[src/rtl/fsim_pkg.sv]
package fsim_pkg;
    localparam int VEC_W     = 4;
    localparam int NUM_VEC   = 1 << VEC_W;
    localparam int SITE_W    = 4;
    localparam int NUM_SITES = 11;
    localparam int CNT_W     = VEC_W + 1;
    localparam int COPIES    = 2;

    localparam logic [SITE_W-1:0] S_X1_STEM = 4'd0;
    localparam logic [SITE_W-1:0] S_X1_AND  = 4'd1;
    localparam logic [SITE_W-1:0] S_X1_INV  = 4'd2;
    localparam logic [SITE_W-1:0] S_X2      = 4'd3;
    localparam logic [SITE_W-1:0] S_X3      = 4'd4;
    localparam logic [SITE_W-1:0] S_X4      = 4'd5;
    localparam logic [SITE_W-1:0] S_OR      = 4'd6;
    localparam logic [SITE_W-1:0] S_INV     = 4'd7;
    localparam logic [SITE_W-1:0] S_AND_HI  = 4'd8;
    localparam logic [SITE_W-1:0] S_AND_LO  = 4'd9;
    localparam logic [SITE_W-1:0] S_Z       = 4'd10;
    localparam logic [SITE_W-1:0] LAST_SITE = SITE_W'(NUM_SITES - 1);

    typedef enum logic {ST_IDLE, ST_RUN} state_e;

    typedef struct packed {
        state_e             st;
        logic [VEC_W-1:0]   vec;
        logic [SITE_W-1:0]  site;
        logic               sval;
        logic               hit_v;
        logic [VEC_W-1:0]   hit_vec;
        logic [CNT_W-1:0]   cnt;
        logic               done;
        logic               undet;
        logic               err;
    } ctl_s;
endpackage

[src/rtl/fsim_netlist.sv]
module fsim_netlist
    import fsim_pkg::*;
(
    input  logic [VEC_W-1:0]  vec,
    input  logic              inj_en,
    input  logic [SITE_W-1:0] site,
    input  logic              sval,
    output logic              z
);
    function automatic logic tap(input logic v, input logic en,
                                 input logic [SITE_W-1:0] sel,
                                 input logic [SITE_W-1:0] id,
                                 input logic stuck);
        return (en && sel == id) ? stuck : v;
    endfunction

    logic x1s, x1a, x1i, x2, x3, x4, or_o, inv_o, and_hi, and_lo;

    always_comb begin
        x1s    = tap(vec[3], inj_en, site, S_X1_STEM, sval);
        x1a    = tap(x1s, inj_en, site, S_X1_AND, sval);
        x1i    = tap(x1s, inj_en, site, S_X1_INV, sval);
        x2     = tap(vec[2], inj_en, site, S_X2, sval);
        x3     = tap(vec[1], inj_en, site, S_X3, sval);
        x4     = tap(vec[0], inj_en, site, S_X4, sval);
        or_o   = tap(x2 | x3, inj_en, site, S_OR, sval);
        inv_o  = tap(~x1i, inj_en, site, S_INV, sval);
        and_hi = tap(or_o & x1a, inj_en, site, S_AND_HI, sval);
        and_lo = tap(inv_o & x4, inj_en, site, S_AND_LO, sval);
        z      = tap(and_hi | and_lo, inj_en, site, S_Z, sval);
    end
endmodule

[src/rtl/fsim_ctrl.sv]
module fsim_ctrl
    import fsim_pkg::*;
(
    input  logic              clk,
    input  logic              rst_n,
    input  logic              start,
    input  logic [SITE_W-1:0] fault_site,
    input  logic              fault_val,
    input  logic              detect,
    output logic [VEC_W-1:0]  cur_vec,
    output logic [SITE_W-1:0] cur_site,
    output logic              cur_sval,
    output logic              hit_valid,
    output logic [VEC_W-1:0]  hit_vec,
    output logic              done,
    output logic              undetectable,
    output logic [CNT_W-1:0]  hit_count,
    output logic              sel_err
);
    ctl_s cur_q, nxt_d;

    always_comb begin
        nxt_d       = cur_q;
        nxt_d.hit_v = 1'b0;
        case (cur_q.st)
            ST_IDLE: begin
                if (start) begin
                    nxt_d.done  = 1'b0;
                    nxt_d.undet = 1'b0;
                    if (fault_site > LAST_SITE) begin
                        nxt_d.err = 1'b1;
                    end else begin
                        nxt_d.err  = 1'b0;
                        nxt_d.st   = ST_RUN;
                        nxt_d.vec  = '0;
                        nxt_d.site = fault_site;
                        nxt_d.sval = fault_val;
                        nxt_d.cnt  = '0;
                    end
                end
            end
            ST_RUN: begin
                nxt_d.hit_v = detect;
                if (detect) begin
                    nxt_d.hit_vec = cur_q.vec;
                    nxt_d.cnt     = cur_q.cnt + CNT_W'(1);
                end
                if (&cur_q.vec) begin
                    nxt_d.st    = ST_IDLE;
                    nxt_d.done  = 1'b1;
                    nxt_d.undet = (nxt_d.cnt == '0);
                end else begin
                    nxt_d.vec = cur_q.vec + VEC_W'(1);
                end
            end
            default: nxt_d.st = ST_IDLE;
        endcase
    end

    always_ff @(posedge clk) begin
        if (!rst_n) cur_q <= '0;
        else        cur_q <= nxt_d;
    end

    assign cur_vec      = cur_q.vec;
    assign cur_site     = cur_q.site;
    assign cur_sval     = cur_q.sval;
    assign hit_valid    = cur_q.hit_v;
    assign hit_vec      = cur_q.hit_vec;
    assign done         = cur_q.done;
    assign undetectable = cur_q.undet;
    assign hit_count    = cur_q.cnt;
    assign sel_err      = cur_q.err;


    vec_step_chk: assert property (@(posedge clk) disable iff (!rst_n)
        (cur_q.st == ST_RUN && $past(cur_q.st == ST_RUN)) |-> cur_q.vec == $past(cur_q.vec) + VEC_W'(1));

    done_last_chk: assert property (@(posedge clk) disable iff (!rst_n)
        $rose(cur_q.done) |-> ($past(cur_q.st == ST_RUN) && $past(&cur_q.vec)));

    undet_chk: assert property (@(posedge clk) disable iff (!rst_n)
        cur_q.undet |-> (cur_q.done && cur_q.cnt == '0));

    err_idle_chk: assert property (@(posedge clk) disable iff (!rst_n)
        $rose(cur_q.err) |-> (cur_q.st == ST_IDLE && !cur_q.done));

    site_hold_chk: assert property (@(posedge clk) disable iff (!rst_n)
        (cur_q.st == ST_RUN && $past(cur_q.st == ST_RUN)) |-> $stable(cur_q.site) && $stable(cur_q.sval));

    count_bound_chk: assert property (@(posedge clk) disable iff (!rst_n)
        cur_q.cnt <= CNT_W'(NUM_VEC));
endmodule

[src/rtl/fsim_sweep.sv]
module fsim_sweep
    import fsim_pkg::*;
(
    input  logic              clk,
    input  logic              rst_n,
    input  logic              start,
    input  logic [3:0]        fault_site,
    input  logic              fault_val,
    output logic              hit_valid,
    output logic [3:0]        hit_vec,
    output logic              done,
    output logic              undetectable,
    output logic [4:0]        hit_count,
    output logic              sel_err
);
    logic [VEC_W-1:0]  cur_vec;
    logic [SITE_W-1:0] cur_site;
    logic              cur_sval;
    logic [COPIES-1:0] z_pair;
    logic              detect;

    for (genvar g = 0; g < COPIES; g++) begin : g_copy
        fsim_netlist u_net (
            .vec    (cur_vec),
            .inj_en (g == 1),
            .site   (cur_site),
            .sval   (cur_sval),
            .z      (z_pair[g])
        );
    end

    assign detect = z_pair[0] ^ z_pair[1];

    fsim_ctrl u_ctrl (
        .clk          (clk),
        .rst_n        (rst_n),
        .start        (start),
        .fault_site   (fault_site),
        .fault_val    (fault_val),
        .detect       (detect),
        .cur_vec      (cur_vec),
        .cur_site     (cur_site),
        .cur_sval     (cur_sval),
        .hit_valid    (hit_valid),
        .hit_vec      (hit_vec),
        .done         (done),
        .undetectable (undetectable),
        .hit_count    (hit_count),
        .sel_err      (sel_err)
    );
endmodule

[config.mk]
export PLATFORM = sky130hd
export DESIGN_NAME = fsim_sweep
export DESIGN_NICKNAME = d
export VERILOG_FILES = /design/src/rtl/fsim_pkg.sv /design/src/rtl/fsim_netlist.sv /design/src/rtl/fsim_ctrl.sv /design/src/rtl/fsim_sweep.sv
export SDC_FILE = /design/constraint.sdc
export NUM_CORES = 1
export LEC_CHECK = 0
export ABC_AREA = 1
export BUFFER_PORTS_ARGS = -buffer_cell sky130_fd_sc_hd__buf_2
export CORE_UTILIZATION = 45
export DETAILED_ROUTE_END_ITERATION = 10
export GPL_ROUTABILITY_DRIVEN = 0
export PLACE_DENSITY = 0.67
export SLEW_MARGIN = 20
export SYNTH_ARGS = -nofsm -noshare
export SYNTH_HDL_FRONTEND = slang
export SYNTH_SLANG_ARGS = --single-unit
[constraint.sdc]
create_clock -name clk -period 2.4 [get_ports clk]
set_clock_uncertainty 0.05 [all_clocks]
set_input_delay 0.48 -clock clk [delete_from_list [all_inputs] [get_ports clk]]
set_output_delay 0.48 -clock clk [all_outputs]
set_load 0.02 [all_outputs]
## Word level (Yosys, flattened, before mapping)

Index checks and enable logic that the tools add are counted.

| operators by class | value |
|---|---|
| order comparisons | 1 |
| reductions and logical operators | 10 |
| equal/unequal tests | 15 |
| add/subtract/negate cells | 2 |
| bitwise operators | 13 |
| mux-type cells | 23 |

Operator list:

| operator | count |
|---|---|
| $mux W10 | 2 |
| $mux W9 | 2 |
| $eq A4 B3 Y1 const B | 4 |
| $pmux W7 S2 | 1 |
| $mux W1 | 13 |
| $eq A4 B4 Y1 const B | 3 |
| $pmux W5 S2 | 1 |
| $reduce_and A2 Y1 | 5 |
| $eq A4 B2 Y1 const B | 2 |
| $mux W8 | 1 |
| $ne A2 B2 Y1 const B | 4 |
| $reduce_and A3 Y1 | 2 |
| $add A5 B1 Y5 const B | 1 |
| $logic_not A5 Y1 | 1 |
| $mux W5 | 1 |
| $add A4 B1 Y4 const B | 1 |
| $and A1 B1 Y1 | 4 |
| $eq A4 B1 Y1 const B | 1 |
| $gt A4 B4 Y1 const B | 1 |
| $logic_not A4 Y1 | 1 |
| $mux W4 | 1 |
| $not A1 Y1 | 4 |
| $or A1 B1 Y1 | 4 |
| $reduce_and A4 Y1 | 1 |
| other kinds (3) | 3 |

| word-level totals | value |
|---|---|
| output and inout port bits | 13 |
| bits in registers | 23 |
| bits of input ports | 8 |

## Depth between registers and ports, before layout

| logic depth | value |
|---|---|
| depth in word-level cells | 15 |
| mapped depth | 17 |
| mapped depth without buffers | 17 |

## Cells and area by module

A second synthesis with hierarchy kept.

| second synthesis, totals | value |
|---|---|
| cell total of the unflattened synthesis | 283 |
| area total of the unflattened synthesis | 1,795.5 µm² |

Modules (own cells, without submodules):

| module | sequential area each (µm²) | cells an instance | area an instance (µm²) | instances |
|---|---|---|---|---|
| fsim_ctrl | 460.4 | 156 | 1,181.1 | 1 |
| fsim_netlist | 0.0 | 60 | 294.0 | 2 |
| fsim_sweep | 0.0 | 7 | 26.3 | 1 |

## Least setup slack after synthesis

Ideal clock, no wire load.

| timing | value |
|---|---|
| path type | register to register |
| from | reg u_ctrl.cur_q (netlist bit u_ctrl.cur_site[0]) |
| to | reg u_ctrl.cur_q (netlist bit u_ctrl.hit_count[3]) |
| slack | 692 ps |
| data required time | 2,284 ps |
| library setup time | 66 ps |
| stages on the path, launching flop included | 15 |
| data arrival time | 1,592 ps |
| buffers on the path | 0 |
| path through | dfxtp_1 nor2_2 nand3_1 nand2_1 nor2_1 nor2_1 nand2_1 nand2_2 nand2_2 nand2_4 nand2_4 nand2_2 o21ai_2 or2_1 a21oi_2 |

| on the way | value |
|---|---|
| longest elaborated chain between the ends | 13 |
| elaborated cells between the ends (all ways) | 31 |
| classes of those cells | eq/ne: 10; mux: 14; bitwise: 6; reduce/logical: 1 |

Ends and longest elaborated chain:

| what | line | RTL |
|---|---|---|
| start, declared | fsim_ctrl.sv:20 | `ctl_s cur_q, nxt_d;` |
| start signal, assigned | fsim_ctrl.sv:62 | `else cur_q <= nxt_d;` |
| $logic_not A4 Y1 | fsim_netlist.sv:14 | `return (en && sel == id) ? stuck : v;` |
| $mux W1 (2 in a row) | fsim_netlist.sv:14 |  |
| $not A1 Y1 | fsim_netlist.sv:27 | `inv_o = tap(~x1i, inj_en, site, S_INV, sval);` |
| $mux W1 | fsim_netlist.sv:14 |  |
| $and A1 B1 Y1 | fsim_netlist.sv:29 | `and_lo = tap(inv_o & x4, inj_en, site, S_AND_LO, sval);` |
| $mux W1 | fsim_netlist.sv:14 |  |
| $or A1 B1 Y1 | fsim_netlist.sv:30 | `z = tap(and_hi \| and_lo, inj_en, site, S_Z, sval);` |
| $mux W1 * | fsim_netlist.sv:14 |  |
| $xor A1 B1 Y1 * | fsim_sweep.sv:32 | `assign detect = z_pair[0] ^ z_pair[1];` |
| $mux W9 * | fsim_ctrl.sv:44 | `if (detect) begin` |
| $mux W9 * | fsim_ctrl.sv:25 | `case (cur_q.st)` |
| $pmux W7 S2 * | fsim_ctrl.sv:25 |  |

Mark *: on every way between the ends. The rest lies on a longest branch, timed or not. The select of a mux whose other input is x is not followed.
A chain may end at the register's enable or synchronous reset.

## Worst setup path in the final report

Ends and elaborated chain as after synthesis.

==> run_results.csv <==
group,metric,value,unit
finish,antenna_cells,0,
logic_synthesis,yosysSeqAreaShare,0.3370,
placed_design,placement.io_buffers,20,
floorplanning,initial_core_util,0.4871,
timing,hold_viol,0,
floorplanning,coreArea,2805,µm²
worst_setup_path,critPathKind,"flop to flop",
clock_tree,cts_setup_buffers,0,
logic_synthesis,synth_cell_types,26,
logic_synthesis,syn-num-nets,217,
power,static-leakage-power,0.6864,nW
timing,final.setup.tns,0,ns
floorplanning,die_h,57.10,µm
logic_synthesis,yosys_register_bits,23,
floorplanning,dieWidth,57.10,µm
clock_tree,clk_pin_slew,0.13,ns
timing,maxSlewHeadroom,0.5306,
timing,post-route-min-period,1.919,ns
logic_synthesis,syn-cell-area,1366,µm²
finish,drive_above_1_share,0.1855,
clock_tree,clock_sinks,23,
finish,final_cell_mix,"nand2_1 (54), nand3_1 (27), inv_1 (23), dfxtp_1 (23)",
worst_hold_path,holdPathEnd,"u_ctrl.cur_site[2]",
worst_hold_path,hold_path_class,"input port to flop",
route,drtIter0Drc,38,
outcome,outcome,"finished clean",
floorplanning,num_rows,19,
route,first_pass_iters,4,
logic_synthesis,synthCells,207,
finish,post-route-util,0.5210,
worst_setup_path,cp_max_fo,8,
worst_setup_path,crit_arrival,2.13,ns
finish,area_growth_syn_to_layout,6.960,%
finish,nNetsFinal,232,
placed_design,dp_hpwl,2.130,mm
worst_setup_path,worstReg2RegEnd,"u_ctrl.hit_count[3]",
timing,drv_slew,0,
logic_synthesis,yosys-top-cells-area,"dfxtp_1 (34%), nand2_1 (15%), nand3_1 (9.9%)",
logic_synthesis,synth_flop_cell,"dfxtp_1",
worst_hold_path,holdPathStages,3,
route,wl,2.692,mm
route,drc,0,
floorplanning,dieArea,3260,µm²
worst_hold_path,min-delay-start,"fault_site[2]",
clock_tree,clock_path_buffers,2,
clock_tree,cts_tree,"done",
logic_synthesis,async_flop_share,0,
timing,holdWs,0.3648,ns
global_routing,antenna_found_initial,0,
global_routing,grt_usage,0.1796,
logic_synthesis,yosys_warnings,0,
route,post_drt_wl_per_cell,10.68,µm
clock_tree,clkLatencyLatePin,0.31,ns
timing,finalCritPeriodShare,0.7996,
global_routing,grt_max_degree,16,
floorplanning,ioPinCount,21,
power,p_total,0.0007929,W
global_routing,grt_pass1_wl,4.602,mm
clock_tree,cts_htree_levels,1,
clock_tree,cts_resized,0,
logic_synthesis,synth_edf_count,0,
finish,layout_commonest_cell,"nand2_1",
route,antenna_left,0,
worst_setup_path,startpoint_type,"flop",
global_routing,grt_overflow,0,
timing,setup_viol,0,
flow_run,max-cap-violations,0,
logic_synthesis,syn_area_per_cell,6.601,µm²
power,power_density,542.6,nW/µm²
logic_synthesis,yosysTopAreaCell,"dfxtp_1",
logic_synthesis,yosysTopAreaCellShare,0.3370,
power,peakVddDrop,0.0002996,V
timing,timing.fmax,521.1,MHz
worst_setup_path,reg2reg_depth,14,
worst_setup_path,end_kind,"flop",
clock_tree,cts_hold_buf,0,
route,vias_per_cell,5.000,
global_routing,first_global_vias,1094,
worst_setup_path,regToRegStartpoint,"u_ctrl.cur_site[0]",
timing,rsz0062_at_grt,"no",
clock_tree,cts-root-buf,"clkbuf_4",
worst_setup_path,cp.required,2.61,ns
worst_setup_path,r2r_slack,0.48,ns
clock_tree,cts_buffers,3,
timing,worst_pin_slew,0.6968,ns
route,num_vias,1260,
[area by class of cell]
class                      instances  area (µm²)
inverter                          26       97.59
timing repair buffer              21       107.6
multi-input combinational        147       729.5
tap                               31       38.79
clock inverter                     1       5.005
fill                             296        1344
sequential                        23       460.4
clock buffer                       3       22.52
[metal layers]
metal  share of wire  track usage  routed length [µm]
met1            0.51       0.2546                1385
met4           0.020      0.08014                  55
met3           0.027      0.02721                  72
met2            0.44       0.2706                1178
met5               0            0                   0
[cell families (layout without fill, tap and decap cells)]
logic type,Yosys count,in the layout,share of synthesized area
DFF,23,23,0.3370
buffers and inverters,37,51,0.1291
xor gates and xnor gates,3,3,0.01923
adders and majority gates,2,2,0.01831
AOI/OAI and AO/OA,36,36,0.1474
and+or+nand+nor,106,106,0.3489
[sequential cells by signal, summed over array words and instances (netlist names)]
signal,flops
u_ctrl.cur_site,4
u_ctrl.hit_count,5
u_ctrl.sel_err,1
u_ctrl.done,1
u_ctrl.hit_vec,4
u_ctrl.hit_valid,1
u_ctrl.cur_sval,1
u_ctrl.cur_vec,4
u_ctrl.cur_q,1
u_ctrl.undetectable,1
[how the worst max path moves through the flow]
stage	start	endpoint	slack [ns]	cells past startpoint
4_1_cts	u_ctrl.cur_site[0]	u_ctrl.hit_count[3]	0.48	14
5_1_grt	u_ctrl.cur_site[0]	u_ctrl.undetectable	0.25	15
3_3_place_gp	u_ctrl.cur_site[0]	u_ctrl.hit_count[3]	0.52	14
3_5_place_dp	u_ctrl.cur_site[0]	u_ctrl.hit_count[3]	0.50	14
2_1_floorplan	u_ctrl.cur_site[0]	u_ctrl.hit_count[3]	0.69	14
6_report	u_ctrl.cur_site[0]	u_ctrl.hit_count[3]	0.48	14
[synthesized netlist by cell type, drive strengths merged (2+ instances only)]
library cell  number
nor2              17
buf               10
nand2             59
xor2               2
ha                 2
nand3             28
a21oi             22
inv               25
o21ai             10
dfxtp             23
[critical path, cell delays in order, from the launching register on]
cell     delay, ns
dfxtp_1       0.37
nor2_2        0.23
nand3_1       0.13
nand2_1       0.09
nor2_1        0.04
nor2_1        0.10
nand2_1       0.07
nand2_2       0.10
nand2_2       0.08
nand2_4       0.09
nand2_4       0.09
nand2_2       0.07
o21ai_2       0.05
or2_1         0.22
a21oi_2       0.11
[power by group]
part           switching, W  internal (W)
logic              0.000133     0.0000656
clock network      0.000113     0.0000622
registers         0.0000206      0.000399
total              0.000267      0.000526
[stage by stage]
step           worst slack, ns  instances  instance area, µm²
6_report                0.4810        252                1461
5_1_grt                 0.2495        252                1461
4_1_cts                 0.4820        252                1461
3_5_place_dp            0.5020        248                1434
3_3_place_gp            0.5209        248                1434
2_1_floorplan           0.6923        207                1366
No activity file was read; power rests on OpenSTA's default activity.
